--- config.mk ---
export PLATFORM = sky130hd
export DESIGN_NAME = pt_rd_ctrl
export DESIGN_NICKNAME = d
export VERILOG_FILES = /design/src/rtl/pt_rd_pkg.sv /design/src/rtl/pt_rd_size.sv /design/src/rtl/pt_rd_buf.sv /design/src/rtl/pt_rd_ctrl.sv
export SDC_FILE = /design/constraint.sdc
export NUM_CORES = 2
export LEC_CHECK = 0
export BUFFER_PORTS_ARGS = -buffer_cell sky130_fd_sc_hd__buf_4
export CORE_UTILIZATION = 45
export CTS_CLUSTER_DIAMETER = 200
export DETAILED_ROUTE_END_ITERATION = 8
export GPL_TIMING_DRIVEN = 0
export SYNTH_ARGS = -nofsm -noshare
export SYNTH_HDL_FRONTEND = slang
export SYNTH_SLANG_ARGS = --single-unit
--- constraint.sdc ---
create_clock -name clk -period 3.9 [get_ports clk]
set_clock_uncertainty 0.1 [all_clocks]
set_input_delay 0.78 -clock clk [delete_from_list [all_inputs] [get_ports clk]]
set_output_delay 0.78 -clock clk [all_outputs]
set_load 0.1 [all_outputs]
--- src/rtl/pt_rd_pkg.sv ---
package pt_rd_pkg;
  localparam logic [3:0] CMD_MEM_RD      = 4'b0110;
  localparam logic [3:0] CMD_MEM_RD_LINE = 4'b1110;
  localparam logic [3:0] CMD_MEM_RD_MULT = 4'b1100;

  typedef enum logic [2:0] {
    ST_IDLE,
    ST_REQ,
    ST_FILL,
    ST_FULL,
    ST_XFER
  } rd_state_e;
endpackage

--- src/rtl/pt_rd_size.sv ---
module pt_rd_size
  import pt_rd_pkg::*;
#(
  parameter int LEN_W      = 10,
  parameter int WORD_BYTES = 4,
  parameter int LINE_BYTES = 32,
  parameter int MULT_BASE  = 64
) (
  input  logic [3:0]       cmd,
  input  logic             promote,
  input  logic [1:0]       mult_sel,
  output logic             is_read,
  output logic [LEN_W-1:0] bytes
);
  always_comb begin
    is_read = 1'b1;
    bytes   = LEN_W'(WORD_BYTES);
    case (cmd)
      CMD_MEM_RD:      bytes = promote ? LEN_W'(LINE_BYTES) : LEN_W'(WORD_BYTES);
      CMD_MEM_RD_LINE: bytes = LEN_W'(LINE_BYTES);
      CMD_MEM_RD_MULT: bytes = LEN_W'(MULT_BASE) << mult_sel;
      default:         is_read = 1'b0;
    endcase
  end
endmodule

--- src/rtl/pt_rd_buf.sv ---
module pt_rd_buf #(
  parameter int DATA_W = 32,
  parameter int DEPTH  = 128,
  localparam int AW    = $clog2(DEPTH)
) (
  input  logic              clk,
  input  logic              wr_en,
  input  logic [AW-1:0]     wr_addr,
  input  logic [DATA_W-1:0] wr_data,
  input  logic              rd_en,
  input  logic [AW-1:0]     rd_addr,
  output logic [DATA_W-1:0] rd_data
);
  logic [DATA_W-1:0] mem [DEPTH];

  always_ff @(posedge clk) begin
    if (wr_en) mem[wr_addr] <= wr_data;
  end

  always_ff @(posedge clk) begin
    if (rd_en) rd_data <= mem[rd_addr];
  end
endmodule

--- src/rtl/pt_rd_ctrl.sv ---
module pt_rd_ctrl
  import pt_rd_pkg::*;
#(
  parameter int ADDR_W    = 32,
  parameter int DATA_W    = 32,
  parameter int BUF_BYTES = 512
) (
  input  logic                       clk,
  input  logic                       rst,
  input  logic                       cfg_promote,
  input  logic [1:0]                 cfg_mult_sel,
  input  logic                       att_valid,
  input  logic [ADDR_W-1:0]          att_addr,
  input  logic [3:0]                 att_cmd,
  input  logic                       pci_phase,
  input  logic                       pci_end,
  output logic                       pci_retry,
  output logic                       pci_ack,
  output logic                       pci_dvalid,
  output logic [DATA_W-1:0]          pci_data,
  output logic                       pci_disc,
  output logic                       rq_valid,
  input  logic                       rq_ready,
  output logic [ADDR_W-1:0]          rq_addr,
  output logic [$clog2(BUF_BYTES):0] rq_bytes,
  input  logic                       rd_valid,
  input  logic [DATA_W-1:0]          rd_data,
  input  logic                       rd_last
);
  localparam int WORD_BYTES = DATA_W / 8;
  localparam int WB_SH      = $clog2(WORD_BYTES);
  localparam int LEN_W      = $clog2(BUF_BYTES) + 1;
  localparam int DEPTH      = BUF_BYTES / WORD_BYTES;
  localparam int PTR_W      = $clog2(DEPTH);
  localparam int CNT_W      = PTR_W + 1;

  rd_state_e         state_q;
  logic [ADDR_W-1:0] addr_q;
  logic [3:0]        cmd_q;
  logic [CNT_W-1:0]  need_q, wcnt_q, rptr_q;

  logic             dec_read;
  logic [LEN_W-1:0] dec_bytes;
  logic [CNT_W-1:0] dec_words;
  logic             att_ok, att_match, buf_wr, buf_rd;

  pt_rd_size #(
    .LEN_W(LEN_W), .WORD_BYTES(WORD_BYTES), .LINE_BYTES(32), .MULT_BASE(64)
  ) u_size (
    .cmd(att_cmd), .promote(cfg_promote), .mult_sel(cfg_mult_sel),
    .is_read(dec_read), .bytes(dec_bytes)
  );

  assign dec_words = CNT_W'(dec_bytes >> WB_SH);
  assign att_ok    = att_valid && dec_read;
  assign att_match = (att_addr == addr_q) && (att_cmd == cmd_q);
  assign buf_wr    = (state_q == ST_FILL) && rd_valid;
  assign buf_rd    = (state_q == ST_XFER) && pci_phase && !pci_end;

  pt_rd_buf #(.DATA_W(DATA_W), .DEPTH(DEPTH)) u_buf (
    .clk(clk),
    .wr_en(buf_wr), .wr_addr(wcnt_q[PTR_W-1:0]), .wr_data(rd_data),
    .rd_en(buf_rd), .rd_addr(rptr_q[PTR_W-1:0]), .rd_data(pci_data)
  );

  always_ff @(posedge clk) begin
    if (rst) begin
      state_q    <= ST_IDLE;
      addr_q     <= '0;
      cmd_q      <= '0;
      need_q     <= '0;
      wcnt_q     <= '0;
      rptr_q     <= '0;
      pci_retry  <= 1'b0;
      pci_ack    <= 1'b0;
      pci_dvalid <= 1'b0;
      pci_disc   <= 1'b0;
      rq_valid   <= 1'b0;
      rq_addr    <= '0;
      rq_bytes   <= '0;
    end else begin
      pci_retry  <= 1'b0;
      pci_ack    <= 1'b0;
      pci_dvalid <= 1'b0;
      pci_disc   <= 1'b0;
      case (state_q)
        ST_IDLE: if (att_ok) begin
          addr_q    <= att_addr;
          cmd_q     <= att_cmd;
          need_q    <= dec_words;
          wcnt_q    <= '0;
          rq_valid  <= 1'b1;
          rq_addr   <= att_addr;
          rq_bytes  <= dec_bytes;
          pci_retry <= 1'b1;
          state_q   <= ST_REQ;
        end
        ST_REQ: begin
          if (att_ok) pci_retry <= 1'b1;
          if (rq_ready) begin
            rq_valid <= 1'b0;
            state_q  <= ST_FILL;
          end
        end
        ST_FILL: begin
          if (att_ok) pci_retry <= 1'b1;
          if (rd_valid) begin
            wcnt_q <= wcnt_q + 1'b1;
            if (wcnt_q + 1'b1 == need_q) state_q <= ST_FULL;
          end
        end
        ST_FULL: if (att_ok) begin
          if (att_match) begin
            pci_ack <= 1'b1;
            rptr_q  <= '0;
            state_q <= ST_XFER;
          end else begin
            pci_retry <= 1'b1;
          end
        end
        ST_XFER: begin
          if (pci_end) begin
            state_q <= ST_IDLE;
          end else if (pci_phase) begin
            pci_dvalid <= 1'b1;
            rptr_q     <= rptr_q + 1'b1;
            if (rptr_q == need_q - 1'b1) begin
              pci_disc <= 1'b1;
              state_q  <= ST_IDLE;
            end
          end
        end
        default: state_q <= ST_IDLE;
      endcase
    end
  end

  assert_req_hold_R5: assert property (@(posedge clk) disable iff (rst)
    rq_valid && !rq_ready |=> rq_valid && $stable(rq_addr) && $stable(rq_bytes));

  assert_req_size_legal_R4: assert property (@(posedge clk) disable iff (rst)
    rq_valid |-> $countones(rq_bytes) == 1);

  assert_no_early_ack_R6: assert property (@(posedge clk) disable iff (rst)
    pci_ack |-> $past(wcnt_q) == $past(need_q));

  assert_retry_ack_excl_R8: assert property (@(posedge clk) disable iff (rst)
    !(pci_retry && pci_ack));

  assert_no_overfill_R9: assert property (@(posedge clk) disable iff (rst)
    buf_wr |-> wcnt_q < need_q);

  assert_last_aligned_R9: assert property (@(posedge clk) disable iff (rst)
    buf_wr && rd_last |-> wcnt_q + 1'b1 == need_q);

  assert_no_overread_R10: assert property (@(posedge clk) disable iff (rst)
    pci_dvalid |-> $past(rptr_q) < $past(need_q));
endmodule

## Yosys cells after proc, flatten, opt, wreduce, memory -nomap -nowiden

Memory sizes are Yosys's and may differ from the RTL's. A register that Yosys moved wholly into a read port is not among the register bits.
Index checks and enable logic that the tools add are counted.

- Add/subtract/negate cells: 3
- Eq/ne operators: 21
- Shifts and indexed selects: 1
- Multiplexer cells: 33
- Bitwise operators: 4
- Reduce and logical (&&, ||, !) cells: 20

Operator list:

| kind | count |
|---|---|
| $mux 8 | 6 |
| $eq 32x32->1 | 1 |
| $pmux 8 s2 | 2 |
| $pmux 10 s3 | 1 |
| $mux 3 | 9 |
| $add 8x1->8 const B | 2 |
| $eq 8x8->1 | 2 |
| $pmux 3 s5 | 1 |
| $ne 2x2->1 const B | 7 |
| $reduce_or 3->1 | 4 |
| $mux 1 | 11 |
| $shl 7x2->10 const A | 1 |
| $eq 4x4->1 const B | 2 |
| $reduce_and 8->1 | 1 |
| $sub 8x1->8 const B | 1 |
| $eq 3x2->1 const B | 2 |
| $mux 6 | 1 |
| $reduce_and 3->1 | 2 |
| $reduce_bool 2->1 | 3 |
| $logic_and 1x1->1 | 5 |
| $reduce_and 5->1 | 1 |
| $eq 4x3->1 const B | 1 |
| $eq 4x4->1 | 1 |
| $not 1->1 | 4 |
| 10 further kinds | 11 |

- Register bits: 78
- RAM bits: 4096
- Input port bits: 79
- Output and inout port bits: 79
- Word-level logic and storage cells: 95
- Memories: 1

Memory list:

| name | depth | bits a word | rd ports | clocked after memory_dff | write ports | RTL line | text |
|---|---|---|---|---|---|---|---|
| u_buf.mem | 128 | 32 | 1 | 1 | 1 | pt_rd_buf.sv:14 | `logic [DATA_W-1:0] mem [DEPTH];` |

## Depth between registers and ports, before layout

- Word-level depth: 6
- Mapped depth: 11
- Mapped depth without buffers: 8

## Modules after synthesis

From an unflattened synthesis, not the netlist that was laid out.

- Cell total of the unflattened synthesis: 6450
- Area total of the unflattened synthesis: 160192.4 um^2

Modules (own cells, without submodules):

| module | instances | cells an instance | area each (um^2) | sequential area each (um^2) |
|---|---|---|---|---|
| pt_rd_buf | 1 | 5990 | 156596.4 | 123958.9 |
| pt_rd_ctrl | 1 | 442 | 3460.8 | 1401.3 |
| pt_rd_size | 1 | 18 | 135.1 | 0.0 |

## Worst setup path before layout

Ideal clock, no wire load.

- Kind: reg2reg
- Start: register state_q[0]
- End: memory u_buf.mem[101][0], enable pin
- Setup time: 0.421 ns
- Arrival: 3.109 ns
- Required time: 3.379 ns
- Setup slack: 0.269 ns
- Stages on the path, launching flop included: 8
- Buffers on the path: 3
- Clock period less this slack: 3.631 ns
- Cell sequence: dfxtp_1 > clkbuf_1 > nor3b_1 > and2_1 > clkbuf_1 > nand3_1 > clkbuf_1 > nor2_1

- Longest elaborated chain between the ends: 4

RTL lines:

| element | RTL line | text |
|---|---|---|
| start, declared | pt_rd_ctrl.sv:37 | `rd_state_e state_q;` |
| start signal, assigned | pt_rd_ctrl.sv:68 | `state_q <= ST_IDLE;` |
| start signal, assigned | pt_rd_ctrl.sv:96 | `state_q <= ST_REQ;` |
| start signal, assigned | pt_rd_ctrl.sv:102 | `state_q <= ST_FILL;` |
| $eq 3x2->1 | pt_rd_ctrl.sv:57 | `assign buf_wr = (state_q == ST_FILL) && rd_valid;` |
| $logic_and 1x1->1 | pt_rd_ctrl.sv:57 |  |
| $mux 1 | pt_rd_buf.sv:17 | `if (wr_en) mem[wr_addr] <= wr_data;` |
| $mux 1 (not written as such) | pt_rd_buf.sv:17 |  |
| end, declared | pt_rd_buf.sv:14 |  |

Every way passes these cells.

==> summary.md <==
| Metric | Value |
|---|---|
| CP Max Fanout | `10` |
| Clock sink total | `4,194` |
| Nets | `7,859` |
| WL/cell | `about 40 um` |
| Min-delay worst type | `in -> reg` |
| Area share of the largest cell type after synthesis | `0.774` |
| Setup ws final | `-0.162 ns` |
| Post-route minimum period | `slightly above 4 ns` |
| First-pass detailed-route iteration total | `6` |
| Vias in the first global route | `79,524` |
| Most frequent cell after synthesis | `edfxtp_1` |
| CTS clk-pin slew, worst paths | `approximately 0.060 ns` |
| Reg2reg setup slack | `-0.16 ns` |
| CP required | `4.64 ns` |
| Normalized max-slew margin | `0.0220` |
| Post-Layout Cell Count | `around 13,000` |
| Remaining antenna violation count after routing | `0` |
| Seq cells post-synth | `4,194` |
| Max-cap viol count | `0` |
| Kind of end point of the critical path | `register` |
| Crit share post-route | `1.04` |
| Leakage Power | `0.0571 uW` |
| CP arrival | `4.80 ns` |
| DRC | `0` |
| H-tree lvl count | `5` |
| Clk buf depth | `4` |
| Worst Path Class, Setup | `reg -> reg` |
| Std cell rows | `218` |
| Area delta synth->final | `18.7%` |
| Overall track demand over capacity in global routing | `0.282` |
| Post-synth EDFFs | `approximately 4,100` |
| Startpoint type of the worst setup path | `register` |
| Placeable core area | `353,000 sq um` |
| Ratio of cells with drive above 1 in the final layout | `0.343` |
| Die area | `between 300,000 and 400,000 sq um` |
| Most frequent cells after synthesis | `edfxtp_1 (4,128), mux4_2 (1,120), mux2i_1 (311)` |
| Final Hold Viols | `0` |
| Die X-Extent | `599 um` |
| IO Pins | `158` |
| Asr flop ratio synth | `0` |
| Via count | `about 82,000` |
| Worst-Skew Late Latency | `roughly 1.0 ns` |
| VDD IR max | `approximately 0.00045 V` |
| Outcome | `finished with violations` |
| Slew Viols, Final | `0` |
| Vias/cell | `around 6.4` |
| Largest net degree at the start of global routing | `129` |
| Slew @ Worst Pin | `1.47 ns` |
| Main synth FF type | `edfxtp_1` |
| Placed cells | `11,948` |
| Gr ovfl total | `0` |
| RSZ-0062 raised after global routing | `yes` |
| # port buffers | `152` |
| Failing checks | `setup timing` |
| Register area share after synthesis | `0.782` |
| Post-synth cell types | `57` |
| Cell Pwr Density | `479 nW/um^2` |
| Dominant cell type by area after synthesis | `edfxtp_1` |
| GP Congestion | `between 0.9 and 1` |
| Netlist Area Pre-Place | `160,000 sq um` |
| CTS tree | `yes` |
| Finish-stage setup viols | `24` |
| Synth warn | `0` |
| Total power | `91,200 uW` |
| Initial Util | `0.453` |
| Die Y | `599 um` |
| Mapped Cells | `6,853` |
| First-pass GRT wire length | `between 600,000 and 700,000 um` |
| DR iter-0 viols | `roughly 14,000` |
| Initial antenna violation count | `33` |
| Number of CTS-inserted buffers | `425` |
| Max Fclk | `246 MHz` |
| Top post-synthesis cells by area | `edfxtp_1 (77%), mux4_2 (16%), mux2i_1 (1.9%)` |
| Mean Syn Cell Area | `23.4 sq um` |
| DPL Wire Length | `between 300,000 and 400,000 um` |
| Root Driver | `clkbuf_16` |
| Total Wirelength | `509,000 um` |
final timing paths:
path,startpoint,to,depth (start not counted)
hold / removal,rd_data[15],u_buf.mem[61][15]$_DFFE_PP_,1
hold reg to reg,cmd_q[3]$_SDFFE_PP0P_,cmd_q[3]$_SDFFE_PP0P_,2
setup reg to reg,rptr_q[4]$_SDFFE_PP0P_,u_buf.rd_data[3]$_DFFE_PP_,8
setup / recovery,rptr_q[4]$_SDFFE_PP0P_,u_buf.rd_data[3]$_DFFE_PP_,8
worst max-delay path: stages, from the launching register on:
cell and delay [ns]:
dfxtp_1 0.63, buf_2 0.42, clkbuf_2 0.26, buf_12 0.26, clkbuf_2 0.53, mux2i_1 0.33, a22oi_1 0.96, nand4_1 0.19
nand4_1 0.18
per-stage QoR:
stage / utilization / hold WS, ns / setup TNS (ns) / worst slack (ns) / area [sq um]
after detailed placement: 0.489 / 0.366 / -1675.63 / -1.80 / 173000
final: 0.538 / 0.00130 / -1.59 / -0.162 / 190000
after global routing: 0.538 / -0.0125 / -0.114 / -0.0399 / 190000
after floorplan: - / 0.348 / 0 / 0.269 / 160000
after CTS: 0.536 / 0.00171 / -23.86 / -0.159 / 189000
after global placement: 0.473 / 0.367 / - / -3.75 / 167000
cell type report:
type | instances | area [sq um]
fillers | 26584 | 163000
inverters | 7 | 27.5
flip-flops and latches | 4194 | 125000
repair buffers | 499 | 7440
well taps | 4730 | 5920
plain buffers | 369 | 2670
multi-input cells | 2281 | 35400
clock inverters | 257 | 2240
diodes | 8 | 20.0
clock buffers | 524 | 11200
sequential cells by signal, summed over array words and instances, names as in the netlist:
| signal | count |
|---|---|
| rptr_q | 8 |
| rq_bytes | 5 |
| pci_dvalid | 1 |
| pci_retry | 1 |
| wcnt_q | 8 |
| addr_q | 32 |
| pci_disc | 1 |
| rq_valid | 1 |
| pci_ack | 1 |
| u_buf.rd_data | 32 |
| u_buf.mem | 4096 |
| state_q | 3 |
| need_q | 1 |
| cmd_q | 4 |
timing repair:
action,CTS,global route
buffers inserted,66,24
hold buffers,38,0
setup endpoints to repair,3455,859
resized for setup,495,149
hold endpoints to repair,38,0
gates cloned,0,1
pin swaps,55,13
cells by family (layout without fill, tap and decap cells):
family	count (synthesis)	after routing	share of synthesized area
AND/OR/NAND/NOR	439	439	0.0128
adder cells (fa/ha/maj)	3	3	0.000234
AO/OA/AOI/OAI	345	345	0.0141
other	1	12	0.0000234
XOR/XNOR	54	54	0.00295
flip-flops	4194	4194	0.782
buffers and inverters	381	1656	0.0107
multiplexers	1436	1436	0.177
placed cells by master (no fill, tap or decap), types with 18 or more instances in the layout:
| cell type | synthesis | final |
|---|---|---|
| dlygate4sd3_1 | 0 | 38 |
| dfxtp_1 | 66 | 65 |
| clkinv_1 | 1 | 96 |
| xor2_1 | 26 | 26 |
| nor2b_1 | 22 | 20 |
| buf_6 | 5 | 75 |
| nand2_1 | 113 | 107 |
| o22ai_2 | 0 | 37 |
| clkbuf_2 | 0 | 55 |
| nor2_1 | 169 | 39 |
| mux4_2 | 1120 | 1120 |
| mux2i_4 | 0 | 30 |
| nor2_4 | 0 | 129 |
| xnor2_1 | 28 | 28 |
| mux2i_2 | 0 | 71 |
| nand4_1 | 18 | 18 |
| o211ai_1 | 56 | 56 |
| a22oi_1 | 63 | 63 |
| mux2i_1 | 311 | 210 |
| a21oi_1 | 69 | 69 |
| edfxtp_1 | 4128 | 4128 |
| clkbuf_1 | 177 | 169 |
| clkbuf_4 | 0 | 41 |
| clkbuf_16 | 0 | 436 |
| buf_16 | 0 | 73 |
| o22ai_1 | 102 | 64 |
| bufinv_16 | 0 | 34 |
| nand3_1 | 28 | 20 |
| buf_4 | 25 | 232 |
| clkinv_2 | 0 | 82 |
| buf_2 | 121 | 59 |
| inv_6 | 0 | 20 |
| buf_12 | 0 | 177 |
metal layers:
metal	wire length, um	global-route usage	vias up
met5	36	0	-
met4	29900	0.141	6
met3	54400	0.0604	1000
li1	-	-	31326
met1	190000	0.386	44321
met2	234000	0.433	5256
power breakdown:
group | switching, uW | internal, uW
combinational | 1300 | 324
clock | 17400 | 22700
sequential | 31.8 | 49500
total | 18700 | 72500
Note: power is estimated with default switching activity, not from simulation.
